===== src/rtl/vec_irq_pkg.sv =====
`timescale 1ns/1ps
package vec_irq_pkg;
   localparam int unsigned REG_W   = 8;
   localparam int unsigned BIT_GEN = 0;
   localparam int unsigned BIT_EEN = 1;
   localparam int unsigned BIT_TEN = 2;
   localparam int unsigned BIT_EFL = 4;
   localparam int unsigned BIT_TFL = 5;

   typedef enum logic [1:0] {
      SRC_NONE = 2'd0,
      SRC_EXT  = 2'd1,
      SRC_TMR  = 2'd2
   } src_e;

   typedef struct packed {
      logic gen;
      logic een;
      logic ten;
      logic efl;
      logic tfl;
   } ctl_t;
endpackage


===== src/rtl/irq_edge_sync.sv =====
`timescale 1ns/1ps
module irq_edge_sync #(
   parameter int unsigned SYNC_STAGES = 2,
   parameter bit          FALLING     = 1'b1
) (
   input  logic clk,
   input  logic rst_n,
   input  logic pin_i,
   output logic edge_o
);
   localparam logic IDLE_LVL = FALLING;

   logic [SYNC_STAGES-1:0] chain_q;
   logic                   last_q;
   logic                   synced;

   assign synced = chain_q[SYNC_STAGES-1];

   always_ff @(posedge clk or negedge rst_n) begin
      if (!rst_n) begin
         chain_q <= {SYNC_STAGES{IDLE_LVL}};
         last_q  <= IDLE_LVL;
      end else begin
         chain_q <= {chain_q[SYNC_STAGES-2:0], pin_i};
         last_q  <= synced;
      end
   end

   generate
      if (FALLING) begin : g_fall
         assign edge_o = last_q & ~synced;
      end else begin : g_rise
         assign edge_o = ~last_q & synced;
      end
   endgenerate
endmodule


===== src/rtl/irq_arbiter.sv =====
`timescale 1ns/1ps
module irq_arbiter
   import vec_irq_pkg::*;
(
   input  ctl_t ctl_i,
   input  logic phase_i,
   input  logic stk_full_i,
   output logic take_o,
   output src_e src_o
);
   logic ext_rdy;
   logic tmr_rdy;
   logic gate_open;

   assign ext_rdy   = ctl_i.efl & ctl_i.een;
   assign tmr_rdy   = ctl_i.tfl & ctl_i.ten;
   assign gate_open = ctl_i.gen & phase_i & ~stk_full_i;

   always_comb begin
      take_o = 1'b0;
      src_o  = SRC_NONE;
      if (gate_open) begin
         if (ext_rdy) begin
            take_o = 1'b1;
            src_o  = SRC_EXT;
         end else if (tmr_rdy) begin
            take_o = 1'b1;
            src_o  = SRC_TMR;
         end
      end
   end
endmodule


===== src/rtl/irq_ctl_reg.sv =====
`timescale 1ns/1ps
module irq_ctl_reg
   import vec_irq_pkg::*;
(
   input  logic             clk,
   input  logic             rst_n,
   input  logic             we_i,
   input  logic [REG_W-1:0] wdata_i,
   input  logic             reti_i,
   input  logic             take_i,
   input  src_e             src_i,
   input  logic             ext_evt_i,
   input  logic             tmr_evt_i,
   output ctl_t             ctl_o,
   output logic [REG_W-1:0] rdata_o
);
   ctl_t cur_q;
   ctl_t nxt;
   logic unused_wbits;

   assign unused_wbits = ^{wdata_i[REG_W-1:BIT_TFL+1], wdata_i[BIT_EFL-1:BIT_TEN+1]};

   always_comb begin
      nxt = cur_q;
      if (we_i) begin
         nxt.gen = wdata_i[BIT_GEN];
         nxt.een = wdata_i[BIT_EEN];
         nxt.ten = wdata_i[BIT_TEN];
         nxt.efl = wdata_i[BIT_EFL];
         nxt.tfl = wdata_i[BIT_TFL];
      end
      if (reti_i) nxt.gen = 1'b1;
      if (take_i) begin
         nxt.gen = 1'b0;
         if (src_i == SRC_EXT) nxt.efl = 1'b0;
         if (src_i == SRC_TMR) nxt.tfl = 1'b0;
      end
      if (ext_evt_i) nxt.efl = 1'b1;
      if (tmr_evt_i) nxt.tfl = 1'b1;
   end

   always_ff @(posedge clk or negedge rst_n) begin
      if (!rst_n) cur_q <= '0;
      else        cur_q <= nxt;
   end

   always_comb begin
      rdata_o          = '0;
      rdata_o[BIT_GEN] = cur_q.gen;
      rdata_o[BIT_EEN] = cur_q.een;
      rdata_o[BIT_TEN] = cur_q.ten;
      rdata_o[BIT_EFL] = cur_q.efl;
      rdata_o[BIT_TFL] = cur_q.tfl;
   end

   assign ctl_o = cur_q;
endmodule


===== src/rtl/irq_call_out.sv =====
`timescale 1ns/1ps
module irq_call_out
   import vec_irq_pkg::*;
#(
   parameter int unsigned VEC_W   = 12,
   parameter int unsigned EXT_VEC = 4,
   parameter int unsigned TMR_VEC = 8
) (
   input  logic             clk,
   input  logic             rst_n,
   input  logic             take_i,
   input  src_e             src_i,
   output logic             call_o,
   output logic [VEC_W-1:0] vec_o
);
   localparam logic [VEC_W-1:0] EXT_V = VEC_W'(EXT_VEC);
   localparam logic [VEC_W-1:0] TMR_V = VEC_W'(TMR_VEC);

   always_ff @(posedge clk or negedge rst_n) begin
      if (!rst_n) begin
         call_o <= 1'b0;
         vec_o  <= '0;
      end else begin
         call_o <= take_i;
         if (take_i) vec_o <= (src_i == SRC_EXT) ? EXT_V : TMR_V;
      end
   end
endmodule


===== src/rtl/vec_irq_ctrl.sv =====
`timescale 1ns/1ps
module vec_irq_ctrl
   import vec_irq_pkg::*;
#(
   parameter int unsigned VEC_W       = 12,
   parameter int unsigned EXT_VEC     = 4,
   parameter int unsigned TMR_VEC     = 8,
   parameter int unsigned SYNC_STAGES = 2
) (
   input  logic             clk,
   input  logic             rst_n,
   input  logic             ext_pin_i,
   input  logic             tmr_ovf_i,
   input  logic             stk_full_i,
   input  logic             phase_i,
   input  logic             reti_i,
   input  logic             ret_i,
   input  logic             reg_we_i,
   input  logic [7:0]       reg_wdata_i,
   output logic [7:0]       reg_rdata_o,
   output logic             call_req_o,
   output logic [VEC_W-1:0] call_vec_o,
   output logic             wake_o
);
   generate
      if (SYNC_STAGES < 2) begin : g_bad_sync
         $error("SYNC_STAGES must be at least 2");
      end
      if (VEC_W < 4 || VEC_W > 32) begin : g_bad_vw
         $error("VEC_W out of range");
      end
      if (EXT_VEC == TMR_VEC) begin : g_bad_vec
         $error("vectors must differ");
      end
   endgenerate

   ctl_t ctl;
   logic ext_evt;
   logic take;
   src_e src;
   logic unused_ret;

   assign unused_ret = ret_i;

   irq_edge_sync #(.SYNC_STAGES(SYNC_STAGES), .FALLING(1'b1)) u_sync (
      .clk(clk), .rst_n(rst_n), .pin_i(ext_pin_i), .edge_o(ext_evt)
   );

   irq_arbiter u_arb (
      .ctl_i(ctl), .phase_i(phase_i), .stk_full_i(stk_full_i),
      .take_o(take), .src_o(src)
   );

   irq_ctl_reg u_reg (
      .clk(clk), .rst_n(rst_n), .we_i(reg_we_i), .wdata_i(reg_wdata_i),
      .reti_i(reti_i), .take_i(take), .src_i(src),
      .ext_evt_i(ext_evt), .tmr_evt_i(tmr_ovf_i),
      .ctl_o(ctl), .rdata_o(reg_rdata_o)
   );

   irq_call_out #(.VEC_W(VEC_W), .EXT_VEC(EXT_VEC), .TMR_VEC(TMR_VEC)) u_out (
      .clk(clk), .rst_n(rst_n), .take_i(take), .src_i(src),
      .call_o(call_req_o), .vec_o(call_vec_o)
   );

   assign wake_o = ctl.efl | ctl.tfl;
endmodule


===== config.mk =====
export PLATFORM = sky130hd
export DESIGN_NAME = vec_irq_ctrl
export DESIGN_NICKNAME = d
export VERILOG_FILES = /design/src/rtl/vec_irq_pkg.sv /design/src/rtl/irq_edge_sync.sv /design/src/rtl/irq_arbiter.sv /design/src/rtl/irq_ctl_reg.sv /design/src/rtl/irq_call_out.sv /design/src/rtl/vec_irq_ctrl.sv
export SDC_FILE = /design/constraint.sdc
export NUM_CORES = 1
export LEC_CHECK = 0
export BUFFER_PORTS_ARGS = -buffer_cell sky130_fd_sc_hd__buf_2
export CAP_MARGIN = 5
export CORE_MARGIN = 2
export CORE_UTILIZATION = 38
export DETAILED_ROUTE_END_ITERATION = 7
export PLACE_DENSITY = 0.79
export SLEW_MARGIN = 30
export SYNTH_ARGS = -nofsm -noshare
export SYNTH_HDL_FRONTEND = slang
export SYNTH_SLANG_ARGS = --single-unit

===== constraint.sdc =====
create_clock -name clk -period 1.2 [get_ports clk]
set_clock_uncertainty 0.05 [all_clocks]
set_input_delay 0.12 -clock clk [delete_from_list [all_inputs] [get_ports clk]]
set_output_delay 0.12 -clock clk [all_outputs]
set_load 0.01 [all_outputs]

==> results.md <==
- Status: completed
- Vias in the first global route: 339
- Pre-CTS WS: 0.176 ns
- Chip width: 42.2 microns
- Pwr dens: 1320 nW/um^2
- Met3 wire len: 93 microns
- CTS clock-pin slew for the worst setup and hold paths: 0.06 ns
- Largest net degree at the start of global routing: 12
- Final hold viol count: 0
- Vias: 380
- Final cell count without fillers: 89
- Sequential fraction of the synthesis area: 50.5%
- DRC viols: 0
- Synth area leader: dfrtp_1
- Unrepaired setup endpoints after global routing: yes
- DRT antenna net count: 0
- Most frequent cells in the layout: 20 x buf_2, 13 x conb_1, 8 x dfrtp_1
- Post-DP HPWL: 699 microns
- Input/output buffers: 21
- Synth top area cells: dfrtp_1 36%, buf_4 18%, dfstp_2 14%
- Reg2Reg Launch Point: u_reg.ctl_o[0]
- Mapped Cells: 47
- Worst Setup SP: u_reg.ctl_o[0]
- Share of cells above drive strength 1: 48.6%
- All-Layer GR Usage: roughly an eighth
- Worst setup margin: 0.0154 ns
- Final period util: 98.7%
- Starting density of the core: 41.5%
- Initial antenna violation count: 0
- Max Fclk: between 800 and 900 MHz
- Slew Limit Fails: 0
- Fillers: 136
- Gpl congestion: 0.660
- Post-Route WL: around 940 microns
- Crit end category: output port
- Metal-1 WL: 375 microns
- Yosys Warn Count: 0
- Final #Nets: 92
- Synthesized cell area: 553 sq um
- CP Launch Type: register
- Max VDD drop: between 0.0007 and 0.0008 V
- CP required: just over 1 ns
- #FFs+latches synth: 11
- Commonest non-fill, non-tap cell in the layout: buf_2
- Total CTS buffers: 3
- Crit path max fanout: 2
- First-pass GRT wire length: 1.52 mm
- Worst Hold Class: input port to register
- Max-cap violations: 0
- Highest Signal Layer: met4
- DRT iter0 DRCs: 0
- H-tree Lvls: 1
- Syn-to-layout area delta: 23.5%
- Final setup fails: 0
- IO Count: 39
- TritonRoute pass-1 iters: 1
- Leakage: 0.000352 uW
- Routed met2 length: 458 microns
- Clock period minus worst slack: 1.18 ns
- Max clock buf depth: 2
- Routed len/inst: 10.5 microns
- Antenna Cells: 0
- Crit Path Category: register to output port
- HP Start: tmr_ovf_i
- CTS Sinks: 11
- Cell variety after synth: 21
- # rows: 13
- Dpl cells: 81
- Vias per inst: 4.27
- CP arrival: 1.01 ns
- Root Driver: clkbuf_4
- Die height: around 42 microns
- GRT Residual Overflow: 0
- Share of the synthesized area in the top cell type: ~36%
- CTS tree: yes
- CORE AREA: 1330 sq um
- Die area: 1780 sq um
- Syn Area/Cell: ~12 sq um
- Clock Latency Late Sink: 0.26 ns
-- flip-flops by register name (all words and copies together) (netlist names) --
register,count
u_out.call_o,1
u_sync.last_q,1
u_out.vec_o,2
u_sync.chain_q,2
u_reg.ctl_o,5
-- stage by stage --
stage	setup TNS, ns	utilization, %	instance area, sq um	total power [uW]	hold WS [ns]
2_1_floorplan	0	-	598	596	-0.226
3_3_place_gp	0	46.0	613	640	-0.0572
3_5_place_dp	0	46.0	613	649	-0.0522
4_1_cts	0	51.2	683	916	0.00382
5_1_grt	-0.0208	51.2	683	957	0.00842
6_report	0	51.2	683	902	0.00949
-- critical path, stage by stage, from the launching register on --
cell,delay [ns]
dfrtp_1,0.39
or2_4,0.25
buf_6,0.12
-- per-layer routing --
layer,global-route usage [%],vias up
met5,0,-
met1,14.1,168
met2,19.1,26
li1,-,184
met3,3.02,2
met4,9.38,0
-- repair_timing --
action	CTS	global route
setup endpoints to repair	1	1
setup buffers	2	0
endpoints found under the hold margin	12	0
resized for setup	2	0
pin swaps	0	0
hold buffers	2	0
-- path summary, 6_finish.rpt --
check,end,slack [ns],cells after the start
max,wake_o,0.02,2
min in group asynchronous,u_reg.ctl_o[1],0.19,2
min reg2reg,u_sync.chain_q[1],0.31,0
max in group asynchronous,u_sync.chain_q[0],0.65,2
max reg2reg,u_out.vec_o[3],0.13,4
min,u_reg.ctl_o[0],0.009,2
-- synthesized netlist by cell type --
master / instances
buf_4: 13
dfrtp_1: 8
dfstp_2: 3
nor2_1: 3
mux2_2: 2
mux2i_1: 2
o21ai_0: 2
a211oi_1: 1
a21oi_2: 1
buf_6: 1
conb_1: 1
inv_1: 1
nand2_1: 1
nand2_2: 1
nand3b_4: 1
nor2b_1: 1
nor3b_2: 1
o21bai_1: 1
o22a_1: 1
o22ai_1: 1
or2_2: 1
-- cell families after synthesis --
kind of cell / after synthesis / share of synthesized area, %
buffers and inverters: 15 / 20.4
flip-flops: 11 / 50.5
AND/OR/NAND/NOR: 9 / 12.0
AO/OA/AOI/OAI: 7 / 8.83
multiplexers: 4 / 7.69
other: 1 / 0.678
-- report_power, final --
part	internal (uW)	leakage, uW	switching, uW
Clock	128	0.0000150	113
Combinational	96.2	0.000213	113
Sequential	422	0.000124	30.2
Total	647	0.000352	256
-- final cells by class --
| cell class | instances | area, sq um | share of cell area [%] |
|---|---|---|---|
| Sequential cell | 11 | 279 | 40.8 |
| Multi-Input combinational cell | 33 | 209 | 30.6 |
| Timing Repair Buffer | 25 | 146 | 21.4 |
| Clock buffer | 4 | 26.3 | 3.85 |
| Tap cell | 15 | 18.8 | 2.75 |
| Inverter | 1 | 3.75 | 0.549 |
Power figures use the tool's default switching activity.
